**src/rtl/bufcc_pkg.sv**
```systemverilog
package bufcc_pkg;
    localparam int NCH = 2;
    localparam int CHW = (NCH > 1) ? $clog2(NCH) : 1;

    typedef enum logic [1:0] {
        MD_CAPTURE = 2'b00,
        MD_COMPARE = 2'b01,
        MD_RSYNC   = 2'b10,
        MD_COMPL   = 2'b11
    } tmode_e;

    localparam logic [2:0] SEL_A   = 3'd0;
    localparam logic [2:0] SEL_B   = 3'd1;
    localparam logic [2:0] SEL_C   = 3'd2;
    localparam logic [2:0] SEL_D   = 3'd3;
    localparam logic [2:0] SEL_CNT = 3'd4;

    localparam logic [2:0] EDGE_FALL = 3'b100;
    localparam logic [2:0] EDGE_RISE = 3'b101;
endpackage

```
**src/rtl/bufcc_cap_front.sv**
```systemverilog
module bufcc_cap_front
    import bufcc_pkg::*;
#(
    parameter int STAGES = 2
) (
    input  logic       clk,
    input  logic       rst_n,
    input  logic       pin_in,
    input  logic [2:0] cfg,
    input  logic       enable,
    output logic       cap_evt
);
    localparam int SW = STAGES + 1;

    logic [SW-1:0] sh_d, sh_q;
    logic          newest, oldest;

    always_comb begin
        sh_d    = {sh_q[SW-2:0], pin_in};
        newest  = sh_q[STAGES-1];
        oldest  = sh_q[STAGES];
        cap_evt = 1'b0;
        if (enable) begin
            if (cfg == EDGE_FALL) cap_evt = oldest && !newest;
            else if (cfg == EDGE_RISE) cap_evt = !oldest && newest;
        end
    end

    always_ff @(posedge clk) begin
        if (!rst_n) sh_q <= '0;
        else        sh_q <= sh_d;
    end
endmodule

```
**src/rtl/bufcc_xfer_ctl.sv**
```systemverilog
module bufcc_xfer_ctl
    import bufcc_pkg::*;
(
    input  tmode_e           md,
    input  logic [NCH-1:0]   hit_a,
    input  logic [NCH-1:0]   hit_b,
    input  logic             unf1_stb,
    input  logic [NCH-1:0]   en_c,
    input  logic [NCH-1:0]   en_d,
    output logic [NCH-1:0]   ld_a,
    output logic [NCH-1:0]   ld_b,
    output logic             clr_cnt0
);
    logic evt;

    always_comb begin
        ld_a     = '0;
        ld_b     = '0;
        clr_cnt0 = 1'b0;
        evt      = 1'b0;
        case (md)
            MD_COMPARE: begin
                ld_a = hit_a & en_c;
                ld_b = hit_b & en_d;
            end
            MD_RSYNC: begin
                evt      = hit_a[0];
                clr_cnt0 = evt;
                ld_b[0]  = evt && en_d[0];
                ld_a[1]  = evt && en_c[1];
                ld_b[1]  = evt && en_d[1];
            end
            MD_COMPL: begin
                evt  = hit_a[0] || unf1_stb;
                ld_a = {NCH{evt}} & en_c;
                ld_b = {NCH{evt}} & en_d;
            end
            default: ;
        endcase
    end
endmodule

```
**src/rtl/bufcc_timer.sv**
```systemverilog
module bufcc_timer
    import bufcc_pkg::*;
#(
    parameter int CW = 16,
    parameter int SYNC_STAGES = 2
) (
    input  logic              clk,
    input  logic              rst_n,
    input  logic [1:0]        mode,
    input  logic [NCH-1:0]    cap_a_pin,
    input  logic [NCH-1:0]    cap_b_pin,
    input  logic [3*NCH-1:0]  io_cfg_a,
    input  logic [3*NCH-1:0]  io_cfg_b,
    input  logic [NCH-1:0]    buf_en_c,
    input  logic [NCH-1:0]    buf_en_d,
    input  logic              unf1_stb,
    input  logic              wr_en,
    input  logic [CHW-1:0]    wr_ch,
    input  logic [2:0]        wr_reg,
    input  logic [CW-1:0]     wr_data,
    output logic [NCH*CW-1:0] rd_cnt,
    output logic [NCH*CW-1:0] rd_a,
    output logic [NCH*CW-1:0] rd_b,
    output logic [NCH*CW-1:0] rd_c,
    output logic [NCH*CW-1:0] rd_d,
    output logic [NCH-1:0]    match_a,
    output logic [NCH-1:0]    match_b
);
    typedef struct packed {
        logic [NCH-1:0][CW-1:0] cnt;
        logic [NCH-1:0][CW-1:0] ga;
        logic [NCH-1:0][CW-1:0] gb;
        logic [NCH-1:0][CW-1:0] bc;
        logic [NCH-1:0][CW-1:0] bd;
    } bank_t;

    bank_t          st_d, st_q;
    tmode_e         md;
    logic           cap_mode;
    logic [NCH-1:0] cap_a, cap_b;
    logic [NCH-1:0] hit_a, hit_b;
    logic [NCH-1:0] ld_a, ld_b;
    logic           clr_cnt0;
    logic           wr_cnt0;

    assign md       = tmode_e'(mode);
    assign cap_mode = (md == MD_CAPTURE);

    for (genvar g = 0; g < NCH; g++) begin : g_front
        bufcc_cap_front #(.STAGES(SYNC_STAGES)) u_front_a (
            .clk    (clk),
            .rst_n  (rst_n),
            .pin_in (cap_a_pin[g]),
            .cfg    (io_cfg_a[g*3 +: 3]),
            .enable (cap_mode),
            .cap_evt(cap_a[g])
        );
        bufcc_cap_front #(.STAGES(SYNC_STAGES)) u_front_b (
            .clk    (clk),
            .rst_n  (rst_n),
            .pin_in (cap_b_pin[g]),
            .cfg    (io_cfg_b[g*3 +: 3]),
            .enable (cap_mode),
            .cap_evt(cap_b[g])
        );
    end

    always_comb begin
        for (int ch = 0; ch < NCH; ch++) begin
            hit_a[ch] = (st_q.cnt[ch] == st_q.ga[ch]);
            hit_b[ch] = (st_q.cnt[ch] == st_q.gb[ch]);
        end
        match_a = cap_mode ? '0 : hit_a;
        match_b = cap_mode ? '0 : hit_b;
    end

    bufcc_xfer_ctl u_xfer (
        .md      (md),
        .hit_a   (hit_a),
        .hit_b   (hit_b),
        .unf1_stb(unf1_stb),
        .en_c    (buf_en_c),
        .en_d    (buf_en_d),
        .ld_a    (ld_a),
        .ld_b    (ld_b),
        .clr_cnt0(clr_cnt0)
    );

    assign wr_cnt0 = wr_en && (wr_ch == CHW'(0)) && (wr_reg == SEL_CNT);

    always_comb begin
        st_d = st_q;
        for (int ch = 0; ch < NCH; ch++) begin
            st_d.cnt[ch] = st_q.cnt[ch] + 1'b1;
            // software access first, hardware loads override below
            if (wr_en && (int'(wr_ch) == ch)) begin
                case (wr_reg)
                    SEL_A:   st_d.ga[ch]  = wr_data;
                    SEL_B:   st_d.gb[ch]  = wr_data;
                    SEL_C:   st_d.bc[ch]  = wr_data;
                    SEL_D:   st_d.bd[ch]  = wr_data;
                    SEL_CNT: st_d.cnt[ch] = wr_data;
                    default: ;
                endcase
            end
            if (cap_a[ch]) begin
                st_d.ga[ch] = st_q.cnt[ch];
                if (buf_en_c[ch]) st_d.bc[ch] = st_q.ga[ch];
            end
            if (cap_b[ch]) begin
                st_d.gb[ch] = st_q.cnt[ch];
                if (buf_en_d[ch]) st_d.bd[ch] = st_q.gb[ch];
            end
            if (ld_a[ch]) st_d.ga[ch] = st_q.bc[ch];
            if (ld_b[ch]) st_d.gb[ch] = st_q.bd[ch];
        end
        if (md == MD_RSYNC) begin
            if (clr_cnt0 && !wr_cnt0) st_d.cnt[0] = '0;
            st_d.cnt[1] = st_d.cnt[0];
        end
    end

    always_ff @(posedge clk) begin
        if (!rst_n) st_q <= '0;
        else        st_q <= st_d;
    end

    assign rd_cnt = st_q.cnt;
    assign rd_a   = st_q.ga;
    assign rd_b   = st_q.gb;
    assign rd_c   = st_q.bc;
    assign rd_d   = st_q.bd;
endmodule

```
**config.mk**
```make
export PLATFORM = sky130hd
export DESIGN_NAME = bufcc_timer
export DESIGN_NICKNAME = d
export VERILOG_FILES = /design/src/rtl/bufcc_pkg.sv /design/src/rtl/bufcc_cap_front.sv /design/src/rtl/bufcc_xfer_ctl.sv /design/src/rtl/bufcc_timer.sv
export SDC_FILE = /design/constraint.sdc
export NUM_CORES = 1
export LEC_CHECK = 0
export ABC_CLOCK_PERIOD_IN_PS = 5400
export BUFFER_PORTS_ARGS = -buffer_cell sky130_fd_sc_hd__buf_2
export CAP_MARGIN = 20
export CORE_MARGIN = 2
export CORE_UTILIZATION = 50
export CTS_CLUSTER_DIAMETER = 150
export DETAILED_ROUTE_END_ITERATION = 12
export PLACE_DENSITY = 0.8
export SETUP_SLACK_MARGIN = 0.05
export SLEW_MARGIN = 20
export SYNTH_ARGS = -nofsm -noshare
export SYNTH_HDL_FRONTEND = slang
export SYNTH_SLANG_ARGS = --single-unit
```
**constraint.sdc**
```tcl
create_clock -name clk -period 5.4 [get_ports clk]
set_input_delay 1.08 -clock clk [delete_from_list [all_inputs] [get_ports clk]]
set_output_delay 1.08 -clock clk [all_outputs]
set_load 0.005 [all_outputs]
```
==> results.json <==
{
  "crit_type": "flop to primary output",
  "grt_pass1_wl_mm": 51.4,
  "wl_per_cell_um": 22.3,
  "skew_ns": 0.0139,
  "max_stage_delay_ns": 0.67,
  "dieArea_sq_mm": 0.0208,
  "drt_wl_total_mm": 35.0,
  "leakage_nw": 5.19,
  "setup_viol": 0,
  "netlist_top_cells_area": "dfxtp_1 (35%), mux2i_1 (15%), xnor2_1 (5.6%), a211oi_1 (5.0%), nand2_1 (4.6%)",
  "synth_top_area_share_pct": 35.0,
  "peakVddDrop_v": 0.000246,
  "yosys_warnings": 0,
  "maxSlewViolCount": 0,
  "antenna_left": 0,
  "clock-sinks": 172,
  "fin_crit_sh_pct": 68.7,
  "holdCritPathClass": "flop to flop",
  "cap_violations": 0,
  "dieWidth_um": 144,
  "grt_pass1_vias": 8773,
  "whs_path_depth": 1,
  "post_cts_resized": 0,
  "reg2reg_depth": 6,
  "post-route-drc-count": 0,
  "period_minus_slack_ns": 3.71,
  "worst_path_max_delay_cell": "dfxtp_1",
  "p_sw_uw": 935,
  "synthCells": 1171,
  "hold_slack_ns": 0.443,
  "hold_violations": 0,
  "h-tree-depth": 4,
  "io_buffers": 209,
  "gp_congestion": 0.984,
  "globalRouteOverflowTotal": 0,
  "rows": 51,
  "pwr-share-seq_pct": 44.1,
  "setup_slack_ns": 1.69,
  "dpl.hpwl_mm": 23.2,
  "fin_tns_setup_ns": 0,
  "p_int_mw": 2.21,
  "initial_core_util_pct": 50.8,
  "p_per_area_mw_per_mm2": 276,
  "track_usage_pct": 32.8,
  "synth_nets": 1219,
  "clockRootBuffer": "clkbuf_16",
  "rsz0062_at_grt": "false",
  "num_vias": 9701,
  "ctsHoldBuffers": 0,
  "final_nets": 1334,
  "die_h_um": 144,
  "synth.cell_area_sq_mm": 0.00985,
  "yosys.area.top_type": "dfxtp_1",
  "io_pins": 210,
  "maxSlewHeadroom_pct": 22.0,
  "synth_ff_type": "dfxtp_1",
  "swShare_pct": 29.7,
  "syn_area_per_cell_sq_um": 8.41,
  "drive_above_1_share_pct": 22.1,
  "cp.arrival_ns": 2.63,
  "core_sq_mm": 0.0194,
  "num-fill-cells": 1759,
  "ys_async_sr_fraction_pct": 0,
  "fmax_ghz": 0.270,
  "multi_input_area_sq_mm": 0.00585,
  "area_delta_synth_final_pct": 16.0,
  "p_comb_share_pct": 15.0,
  "clk_latency_ns": 0.45,
  "worst-slew-pin-transition_ns": 1.16,
  "grt_max_degree": 88,
  "clk_pin_slew_ns": 0.07,
  "cts_buffers": 17,
  "seq_area_frac_synth_pct": 35.0,
  "place_ws_ns": 2.03,
  "drtIter0Drc": 1138,
  "clock_power_share_pct": 40.9,
  "required_ns": 4.32,
  "crit_fanout": 8,
  "seq_area_sq_mm": 0.00344,
  "dr.pass1.iters": 6,
  "synth_edf_count": 0,
  "ys_types": 58,
  "cp_cell_sequence": "xnor2_1 -> nand4_1 -> nor4_1 -> nor2b_1 -> buf_2",
  "antenna_found_initial": 0,
  "cp-start-kind": "flop",
  "ys_ff_latch": 172,
  "end_kind": "primary output",
  "clk_path_buf_depth": 2,
  "outcome": "finished, final reports clean",
  "vias_per_cell": 6.20,
  "cts_tree": "yes",
  "post_cts_buffers": 0
}
-- sequential cells by signal, indices dropped and copies added (netlist names) --
signal,count
rd_c,32
g_front.u_front_b.sh_q,6
rd_d,32
rd_b,32
rd_cnt,32
rd_a,32
g_front.u_front_a.sh_q,6
-- routing by layer --
layer  vias up  part of all wire [%]  GRT usage (%)
li1       4360                     -              -
met1      4587                    39           42.8
met2       636                    45           51.4
met4         0                   4.9           15.5
met3       118                    11           7.58
met5         -                     0              0
-- per-stage QoR --
step	total power, mW	utilization (%)	area (sq um)	std cells
2_1_floorplan	1.70	-	9850	1171
3_3_place_gp	1.86	55.7	10800	1532
3_5_place_dp	1.87	55.7	10800	1532
4_1_cts	3.13	58.8	11400	1564
5_1_grt	3.23	58.9	11400	1564
6_report	3.15	58.9	11400	1565
-- logic make-up after synthesis --
family	synth area share, %
and+or+nand+nor	19.6
DFF	35.0
muxes	14.9
AOI/OAI and AO/OA	15.9
buffers and inverters	6.03
adders and majority gates	0.254
xor gates and xnor gates	8.27
-- final timing paths --
path	slack (ns)	start	to
worst max-delay path	1.69	rd_cnt[12]	match_b[0]
worst min-delay path	0.44	g_front[0].u_front_a.sh_q[0]	g_front[0].u_front_a.sh_q[1]
worst max register to register	2.48	rd_cnt[6]	rd_a[28]
worst min register to register	0.44	g_front[0].u_front_a.sh_q[0]	g_front[0].u_front_a.sh_q[1]
-- power by group through the flow --
stage	clock network (mW)	registers [mW]	logic (mW)
floorplan	0	1.37	0.324
global placement	0	1.41	0.449
detailed placement	0	1.41	0.455
CTS	1.29	1.39	0.462
global route	1.33	1.39	0.501
finish	1.29	1.39	0.472
-- critical path: cells and delay by family, from the launching register on --
family | cells | cell delay [ns]
and+or+nand+nor | 3 | 1.14
DFF | 1 | 0.67
xor gates and xnor gates | 1 | 0.20
buffers and inverters | 1 | 0.18
-- cells in the final DEF (no fill, tap or decap), drive strengths merged, types with 7 or more instances in the layout --
cell	count
o211ai	33
nand2	122
and3	7
nor2b	7
a211oi	66
buf	223
nor4	8
inv	14
or2	19
clkbuf	19
a32o	16
nor2	111
xor2	30
nand3	62
o21ai	25
o221a	7
dfxtp	172
xnor2	63
nand4	19
and2	17
a21oi	51
mux2i	147
-- synth_stat cells, types with 2 or more instances --
master     count
buf_6          5
and2_1        17
nor4_1         4
xor2_1        30
nor2b_1        7
or2_2          5
and4_1         5
o221a_2        7
and3_1         6
buf_4          3
nand3b_1       3
nand2_1      122
buf_1          2
ha_1           2
nand2b_1       3
inv_1          9
nor3_1         6
nor2_1       110
a221oi_1       2
a31oi_1        4
nor4_2         3
buf_2         27
xnor2_1       63
or2_1         10
nand4_1       18
o2111ai_1      4
a21oi_1       49
o21ai_0       24
a2bb2oi_1      3
mux2i_1      147
o211ai_1      32
a32o_1        16
nand3_1       62
a31oi_2        2
a211oi_1      66
dfxtp_1      172
and3b_1        3
nor3b_1        5
clkbuf_1      89
or3_1          3
or2_0          4
-- cell type report --
class,instances,area share [%]
diodes,1,0.0219
inverters,9,0.296
flip-flops and latches,172,30.1
clock buffers,19,3.97
clock inverters,13,1.38
multi-input cells,863,51.2
well taps,265,2.90
repair buffers,223,10.1
No activity file was read; power rests on OpenSTA's default activity.
